### config.mk
export PLATFORM = sky130hd
export DESIGN_NAME = pbus_master
export DESIGN_NICKNAME = d
export VERILOG_FILES = /design/src/rtl/pbus_pkg.sv /design/src/rtl/pbus_addr_stage.sv /design/src/rtl/pbus_data_stage.sv /design/src/rtl/pbus_master.sv
export SDC_FILE = /design/constraint.sdc
export NUM_CORES = 1
export LEC_CHECK = 0
export BUFFER_PORTS_ARGS = -buffer_cell sky130_fd_sc_hd__buf_4
export CAP_MARGIN = 20
export CORE_ASPECT_RATIO = 1.4
export CORE_MARGIN = 2
export CORE_UTILIZATION = 52
export CTS_CLUSTER_DIAMETER = 60
export DETAILED_ROUTE_END_ITERATION = 12
export PLACE_DENSITY = 0.8
export SLEW_MARGIN = 20
export SYNTH_ARGS = -nofsm -noshare
export SYNTH_HDL_FRONTEND = slang
export SYNTH_SLANG_ARGS = --single-unit
export TNS_END_PERCENT = 10
### constraint.sdc
create_clock -name clk_i -period 2.3 [get_ports clk_i]
set_clock_uncertainty 0.15 [all_clocks]
set_input_delay 0.23 -clock clk_i [delete_from_list [all_inputs] [get_ports clk_i]]
set_output_delay 0.23 -clock clk_i [all_outputs]
set_load 0.05 [all_outputs]
### src/rtl/pbus_pkg.sv
package pbus_pkg;
  typedef enum logic [1:0] {
    SZ_BYTE = 2'b00,
    SZ_HALF = 2'b01,
    SZ_WORD = 2'b10,
    SZ_LINE = 2'b11
  } xfer_size_e;

  typedef enum logic [1:0] {
    TT_CPU   = 2'b00,
    TT_ALT   = 2'b01,
    TT_EMU   = 2'b10,
    TT_SPACE = 2'b11
  } xfer_type_e;
endpackage

### src/rtl/pbus_addr_stage.sv
module pbus_addr_stage
  import pbus_pkg::*;
#(
  parameter int ADDR_W     = 32,
  parameter int DATA_W     = 32,
  parameter int LINE_BEATS = 4
) (
  input  logic                         clk_i,
  input  logic                         rst_ni,
  input  logic                         req_valid_i,
  output logic                         req_ready_o,
  input  logic [ADDR_W-1:0]            req_addr_i,
  input  logic [1:0]                   req_size_i,
  input  logic                         req_write_i,
  input  logic [1:0]                   req_type_i,
  input  logic [2:0]                   req_mod_i,
  input  logic [DATA_W*LINE_BEATS-1:0] req_wline_i,
  input  logic                         advance_i,
  output logic                         ap_valid_o,
  output logic [ADDR_W-1:0]            ap_addr_o,
  output logic [1:0]                   ap_size_o,
  output logic                         ap_write_o,
  output logic [1:0]                   ap_type_o,
  output logic [2:0]                   ap_mod_o,
  output logic [DATA_W-1:0]            ap_wdata_o
);
  localparam int LINE_W     = DATA_W * LINE_BEATS;
  localparam int IDX_W      = (LINE_BEATS > 1) ? $clog2(LINE_BEATS) : 1;
  localparam int BYTE_OFF_W = $clog2(DATA_W / 8);
  localparam int LINE_OFF_W = BYTE_OFF_W + IDX_W;

  logic              valid_q;
  logic [ADDR_W-1:0] addr_q;
  logic [1:0]        size_q;
  logic              write_q;
  logic [1:0]        type_q;
  logic [2:0]        mod_q;
  logic [LINE_W-1:0] wline_q;
  logic [IDX_W-1:0]  beat_q;
  logic              last_beat;
  logic              accept;
  logic [IDX_W-1:0]  word_sel;
  logic [DATA_W-1:0] words [LINE_BEATS];

  assign last_beat   = (size_q != SZ_LINE) || (beat_q == IDX_W'(LINE_BEATS - 1));
  assign req_ready_o = !valid_q || (advance_i && last_beat);
  assign accept      = req_valid_i && req_ready_o;

  always_ff @(posedge clk_i or negedge rst_ni) begin
    if (!rst_ni) begin
      valid_q <= 1'b0;
      addr_q  <= '0;
      size_q  <= '0;
      write_q <= 1'b0;
      type_q  <= '0;
      mod_q   <= '0;
      wline_q <= '0;
      beat_q  <= '0;
    end else if (accept) begin
      valid_q <= 1'b1;
      addr_q  <= req_addr_i;
      size_q  <= req_size_i;
      write_q <= req_write_i;
      type_q  <= req_type_i;
      mod_q   <= req_mod_i;
      wline_q <= req_wline_i;
      beat_q  <= '0;
    end else if (advance_i) begin
      if (last_beat) valid_q <= 1'b0;
      else           beat_q  <= beat_q + IDX_W'(1);
    end
  end

  // beat address: word index wraps inside the aligned line
  assign word_sel  = addr_q[LINE_OFF_W-1:BYTE_OFF_W] + beat_q;
  assign ap_addr_o = {addr_q[ADDR_W-1:LINE_OFF_W], word_sel, addr_q[BYTE_OFF_W-1:0]};

  for (genvar g = 0; g < LINE_BEATS; g++) begin : g_word
    assign words[g] = wline_q[g*DATA_W +: DATA_W];
  end

  assign ap_wdata_o = words[beat_q];
  assign ap_valid_o = valid_q;
  assign ap_size_o  = size_q;
  assign ap_write_o = write_q;
  assign ap_type_o  = type_q;
  assign ap_mod_o   = mod_q;
endmodule

### src/rtl/pbus_data_stage.sv
module pbus_data_stage #(
  parameter int DATA_W = 32
) (
  input  logic              clk_i,
  input  logic              rst_ni,
  input  logic              load_i,
  input  logic              write_i,
  input  logic [DATA_W-1:0] wdata_i,
  input  logic              ack_i,
  input  logic [DATA_W-1:0] rdata_i,
  output logic              dp_valid_o,
  output logic [DATA_W-1:0] wdata_o,
  output logic              wdata_oe_o,
  output logic              done_o,
  output logic [DATA_W-1:0] rdata_o
);
  logic              valid_q;
  logic              write_q;
  logic [DATA_W-1:0] wdata_q;
  logic              done_q;
  logic [DATA_W-1:0] rdata_q;
  logic              retire;

  assign retire = valid_q && ack_i;

  always_ff @(posedge clk_i or negedge rst_ni) begin
    if (!rst_ni) begin
      valid_q <= 1'b0;
      write_q <= 1'b0;
      wdata_q <= '0;
    end else if (load_i) begin
      valid_q <= 1'b1;
      write_q <= write_i;
      wdata_q <= wdata_i;
    end else if (retire) begin
      valid_q <= 1'b0;
    end
  end

  // read data taken on the acknowledge edge
  always_ff @(posedge clk_i or negedge rst_ni) begin
    if (!rst_ni) begin
      done_q  <= 1'b0;
      rdata_q <= '0;
    end else begin
      done_q  <= retire;
      rdata_q <= (retire && !write_q) ? rdata_i : '0;
    end
  end

  assign dp_valid_o = valid_q;
  assign wdata_o    = wdata_q;
  assign wdata_oe_o = valid_q && write_q;
  assign done_o     = done_q;
  assign rdata_o    = rdata_q;
endmodule

### src/rtl/pbus_master.sv
module pbus_master #(
  parameter int ADDR_W     = 32,
  parameter int DATA_W     = 32,
  parameter int LINE_BEATS = 4
) (
  input  logic                         clk_i,
  input  logic                         rst_ni,
  input  logic                         req_valid_i,
  output logic                         req_ready_o,
  input  logic [ADDR_W-1:0]            req_addr_i,
  input  logic [1:0]                   req_size_i,
  input  logic                         req_write_i,
  input  logic [1:0]                   req_type_i,
  input  logic [2:0]                   req_mod_i,
  input  logic [DATA_W*LINE_BEATS-1:0] req_wline_i,
  output logic                         rsp_done_o,
  output logic [DATA_W-1:0]            rsp_rdata_o,
  output logic                         bus_aphase_o,
  output logic [ADDR_W-1:0]            bus_addr_o,
  output logic [1:0]                   bus_size_o,
  output logic                         bus_write_o,
  output logic [1:0]                   bus_type_o,
  output logic [2:0]                   bus_mod_o,
  output logic                         bus_dphase_o,
  input  logic                         bus_ack_i,
  input  logic [DATA_W-1:0]            bus_rdata_i,
  output logic [DATA_W-1:0]            bus_wdata_o,
  output logic                         bus_wdata_oe_o
);
  logic              ap_valid;
  logic              dp_valid;
  logic              advance;
  logic              ap_write;
  logic [DATA_W-1:0] ap_wdata;

  // overlap: next address phase moves on when current data phase retires
  assign advance = ap_valid && (!dp_valid || bus_ack_i);

  pbus_addr_stage #(
    .ADDR_W(ADDR_W), .DATA_W(DATA_W), .LINE_BEATS(LINE_BEATS)
  ) u_addr (
    .clk_i       (clk_i),
    .rst_ni      (rst_ni),
    .req_valid_i (req_valid_i),
    .req_ready_o (req_ready_o),
    .req_addr_i  (req_addr_i),
    .req_size_i  (req_size_i),
    .req_write_i (req_write_i),
    .req_type_i  (req_type_i),
    .req_mod_i   (req_mod_i),
    .req_wline_i (req_wline_i),
    .advance_i   (advance),
    .ap_valid_o  (ap_valid),
    .ap_addr_o   (bus_addr_o),
    .ap_size_o   (bus_size_o),
    .ap_write_o  (ap_write),
    .ap_type_o   (bus_type_o),
    .ap_mod_o    (bus_mod_o),
    .ap_wdata_o  (ap_wdata)
  );

  pbus_data_stage #(.DATA_W(DATA_W)) u_data (
    .clk_i      (clk_i),
    .rst_ni     (rst_ni),
    .load_i     (advance),
    .write_i    (ap_write),
    .wdata_i    (ap_wdata),
    .ack_i      (bus_ack_i),
    .rdata_i    (bus_rdata_i),
    .dp_valid_o (dp_valid),
    .wdata_o    (bus_wdata_o),
    .wdata_oe_o (bus_wdata_oe_o),
    .done_o     (rsp_done_o),
    .rdata_o    (rsp_rdata_o)
  );

  assign bus_aphase_o = ap_valid;
  assign bus_dphase_o = dp_valid;
  assign bus_write_o  = ap_write;
endmodule

# After elaboration in Yosys (flattened, before gate mapping)
# Index checks and enable logic that the tools add are counted.
op_classes:
  n_reduce_logical: 17
  n_addsub: 2
  n_mux: 12
  bitwise_logic: 1
  n_eq_ne: 3
  n_lt_le_gt_ge: 1
ops:
  columns: ["op", "n"]
  rows:
  - ["$mux 32", 3]
  - ["$bmux 32 s2", 1]
  - ["$logic_and 1x1->1", 6]
  - ["$mux 2", 3]
  - ["$reduce_bool 2->1", 3]
  - ["$mux 1", 5]
  - ["$ne 2x2->1 const B", 2]
  - ["$reduce_and 2->1", 2]
  - ["$ge 3x3->1 const B", 1]
  - ["$logic_not 1->1", 3]
  - ["$logic_or 1x1->1", 3]
  - ["$not 2->3", 1]
  - ["$add 2x1->2 const B", 1]
  - ["$add 2x2->2", 1]
  - ["$eq 2x2->1 const B", 1]
word_totals:
  input_bits: 204
  elab_cells: 49
  reg_bits: 238
  output_inout_bits: 109

# Depth between registers and ports, before layout
depth:
  ltp_word: 8
  mapped_depth: 7
  ltp_nobuf: 5

# By module
# A second synthesis with hierarchy kept.
hier_totals:
  hier_cells: 589
  hier_area_um2: 9943.3
by_module_without_submodules:
  columns: ["module", "n_inst", "seq_area_each_um2", "cells_per_inst", "area_each_um2"]
  rows:
  - ["pbus_addr_stage", 1, 4279.1, 443, 7435.9]
  - ["pbus_data_stage", 1, 1676.6, 144, 2496.1]
  - ["pbus_master", 1, 0.0, 2, 11.3]

# Worst setup path before layout
# No wires, ideal clock.
synth_timing:
  path_kind: "register -> output"
  startpoint: "register u_addr.beat_q[1]"
  endpoint: "output bus_addr_o[3]"
  setup_slack_ps: 310
  stages_incl_launch_ff: 4
  required_time_ps: 1920
  n_path_buf: 2
  arrival_ps: 1610
  cell_sequence: "dfrtp_1 buf_2 clkbuf_1 xnor2_1"
synth_between:
  elab_chain_len: 1
synth_lines:
  columns: ["element", "line_no", "rtl"]
  rows:
  - ["from (decl)", "pbus_addr_stage.sv:39", "logic [IDX_W-1:0] beat_q;"]
  - ["from (signal assigned)", "pbus_addr_stage.sv:70", "else beat_q <= beat_q + IDX_W'(1);"]
  - ["$add 2x2->2", "pbus_addr_stage.sv:75", "assign word_sel = addr_q[LINE_OFF_W-1:BYTE_OFF_W] + beat_q;"]
  - ["to (decl)", "pbus_master.sv:19", "output logic [ADDR_W-1:0] bus_addr_o,"]
# No other way between the ends.

# Final worst setup path
layout_timing:
  startpoint: "register u_addr.beat_q[0]"
  endpoint: "output req_ready_o"
layout_between:
  elab_chain_len: 4
layout_lines:
  columns: ["element", "line_no", "rtl"]
  rows:
  - ["$eq 2x2->1", "pbus_addr_stage.sv:45", "assign last_beat = (size_q != SZ_LINE) || (beat_q == IDX_W'(LINE_BEATS - 1));"]
  - ["$logic_or 1x1->1", "pbus_addr_stage.sv:45", null]
  - ["$logic_and 1x1->1", "pbus_addr_stage.sv:46", "assign req_ready_o = !valid_q || (advance_i && last_beat);"]
  - ["$logic_or 1x1->1", "pbus_addr_stage.sv:46", null]
  - ["to (decl)", "pbus_master.sv:9", "output logic req_ready_o,"]
# No other way between the ends.

==> results.yml <==
status:
  outcome: "complete, no violations"
layout:
  layout.cells.non_filler: 1699
  area_growth_pct: 49.1
  drive_above_1_share: 0.305
  nets: 1635
  final_common_cell: "nand2_1"
  final_cell_mix: "nand2_1, buf_4, dfrtp_1, dlygate4sd3_1, o22ai_1"
global_route:
  grt_pass1_wl_mm: 55.0
  grt_overflow: 0
  grt_usage: 0.338
  grt_max_degree: 130
  antenna_found_initial: 4
  first_global_vias: 10381
clock_network:
  path_clk_slew_ns: 0.07
  cts_buffer_depth: 3
  cts_root_buffer: "clkbuf_16"
  cts_tree: "done"
  numClockSinks: 238
  numCtsBuffers: 22
  cts.htree.levels: 1
  clock_latency_ns: 0.50
critical_path:
  cp-start-kind: "register"
  end_kind: "output port"
  critical_path_arrival_ns: 1.83
  worstPathRequired_ns: 1.92
  path_max_fanout: 4
  crit_start: "u_addr.beat_q[0]$_DFFE_PN0P_"
  timing.rr.end: "u_addr.wline_q[103]$_DFFE_PN0P_"
  critical_path_class: "register to output port"
  r2r_start: "u_addr.beat_q[0]$_DFFE_PN0P_"
  reg2reg_depth: 6
  endpoint: "req_ready_o"
  r2r_slack_ns: 0.10
placement:
  dp_hpwl_mm: 18.6
  gp_congestion: 0.805
  numPlacedInstances: 1449
  place_ws_ns: 0.279
  portBuffers: 312
die:
  rows: 61
  fp.dieH_um: 172
  boundaryPins: 313
  start_util: 0.528
  core_area_um2: 19800
  dieArea_um2: 21200
  die_w_um: 124
power:
  clockPowerShare: 0.247
  p_leak_nw: 7.44
  combPwrFrac: 0.359
  p_seq_frac: 0.393
  p_sw_mw: 5.38
  p_sw_frac: 0.372
  powerDensity_nw_per_um2: 931
  p_int_mw: 9.10
  peakVddDrop_uv: 657
logic_synthesis:
  syn_nets: 1189
  yosysUniqueCellTypes: 25
  yosysTopAreaCellShare: 0.571
  synth_top_cell_by_area: "dfrtp_1"
  ys_ff_latch: 238
  ys_seq_area_frac: 0.571
  async_flop_share: 1.00
  synth-edff-count: 0
  synthFlopType: "dfrtp_1"
  yosysWarnings: 0
  synth_cells: 983
  synthTopCellsByArea: "dfrtp_1, nand2_1, o22ai_1"
  syn-mean-instance-area_um2: 10.6
  syn-cell-area_um2: 10400
timing:
  tns_ns: 0
  maxSlewViolCount: 0
  worst_pin_slew_ns: 1.05
  fin_crit_ns: 2.21
  period_share: 0.961
  hold_slack_ns: 0.136
  timing.slew.headroom: 0.295
  finalSetupViolCount: 0
  max_freq_ghz: 0.452
  rsz0062_at_grt: "false"
  final-hold-violation-count: 0
  fin_ws_ns: 0.0888
route:
  drtAntennaViolNets: 0
  routedWlPerCell_um: 21.4
  routed-via-count: 10037
  avgViaCountPerCell: 5.91
  first_iter_violations: 892
  first_pass_iters: 5
  drc: 0
  wirelength_mm: 36.4
worst_hold_path:
  holdPathStages: 4
  hold_start: "req_valid_i"
  hp-class: "primary input to register"
job:
  maxCapViolCount: 0
[power by group through the flow]
stage | sequential (mW) | clock, mW | combinational, mW
after floorplan | 6.65 | 0 | 2.25
after global placement | 5.62 | 0 | 4.64
after detailed placement | 5.67 | 0 | 4.72
after CTS | 5.61 | 3.56 | 5.03
after global routing | 5.77 | 3.78 | 5.47
final | 5.70 | 3.58 | 5.20
[cell type report]
cell class | instances | area, um^2
Antenna cell | 4 | 10.0
Clock buffer | 33 | 633
Clock inverter | 5 | 50.0
Fill cell | 1063 | 4210
Inverter | 2 | 7.51
Multi-Input combinational cell | 624 | 3820
Sequential cell | 238 | 5960
Tap cell | 252 | 315
Timing Repair Buffer | 541 | 4760
[per-stage QoR]
step / util / total power, mW / area, um^2
2_1_floorplan: - / 8.90 / 10400
3_3_place_gp: 0.646 / 10.3 / 12800
3_5_place_dp: 0.646 / 10.4 / 12800
4_1_cts: 0.783 / 14.2 / 15500
5_1_grt: 0.787 / 15.0 / 15600
6_report: 0.787 / 14.5 / 15600
[worst min-delay path by stage]
| stage | end | slack [ns] |
|---|---|---|
| after CTS | u_addr.ap_type_o[0]$_DFFE_PN0P_ | 0.12 |
| after floorplan | u_addr.addr_q[0]$_DFFE_PN0P_ | -0.22 |
| after detailed placement | u_addr.wline_q[24]$_DFFE_PN0P_ | 0.10 |
| after global routing | u_addr.ap_size_o[0]$_DFFE_PN0P_ | 0.15 |
| final | u_addr.ap_size_o[0]$_DFFE_PN0P_ | 0.14 |
| after global placement | u_addr.wline_q[22]$_DFFE_PN0P_ | 0.10 |
[flip-flops by register name (all words and copies together), names as in the netlist]
| signal | count |
|---|---|
| u_addr.ap_type_o | 2 |
| u_data.done_o | 1 |
| u_addr.wline_q | 128 |
| u_data.wdata_o | 32 |
| u_addr.ap_write_o | 1 |
| u_addr.beat_q | 2 |
| u_data.dp_valid_o | 1 |
| u_data.write_q | 1 |
| u_addr.ap_size_o | 2 |
| u_addr.addr_q | 32 |
| u_addr.ap_mod_o | 3 |
| u_addr.ap_valid_o | 1 |
| u_data.rdata_o | 32 |
[cell families after synthesis]
logic type	Yosys count	synth area share
adders and majority gates	2	0.00240
DFF	238	0.571
xor gates and xnor gates	2	0.00168
AOI/OAI and AO/OA	173	0.104
muxes	65	0.106
and+or+nand+nor	382	0.148
buffers and inverters	121	0.0663
[cell usage after synthesis (3+ instances only)]
cell type,count
mux4_2,28
buf_6,5
buf_4,43
o22ai_1,168
nand2b_1,3
mux4_1,4
buf_2,31
dfrtp_1,238
mux2_2,33
and2_1,34
clkbuf_1,37
buf_1,3
nand2_1,338
[metal layers]
layer / wire length, um / global-route usage
met1: 12400 / 0.394
met2: 18500 / 0.564
met3: 3080 / 0.0739
met4: 2330 / 0.206
met5: 13 / 0
[worst max-delay path, cell delays in order, from the launching register on]
cell	delay, ns
dfrtp_2	0.43
ha_1	0.21
nand3b_1	0.25
a21oi_4	0.21
inv_2	0.08
buf_6	0.16
[repair_timing]
| action | in CTS | in global routing |
|---|---|---|
| setup endpoints to repair | 2 | 3 |
| pin swaps | 1 | 1 |
| hold buffers | 202 | 0 |
| hold endpoints to repair | 268 | 0 |
| cloned | 0 | 1 |
| gates resized for setup | 1 | 3 |
| buffers inserted | 1 | 4 |
No activity file was read; power rests on OpenSTA's default activity.
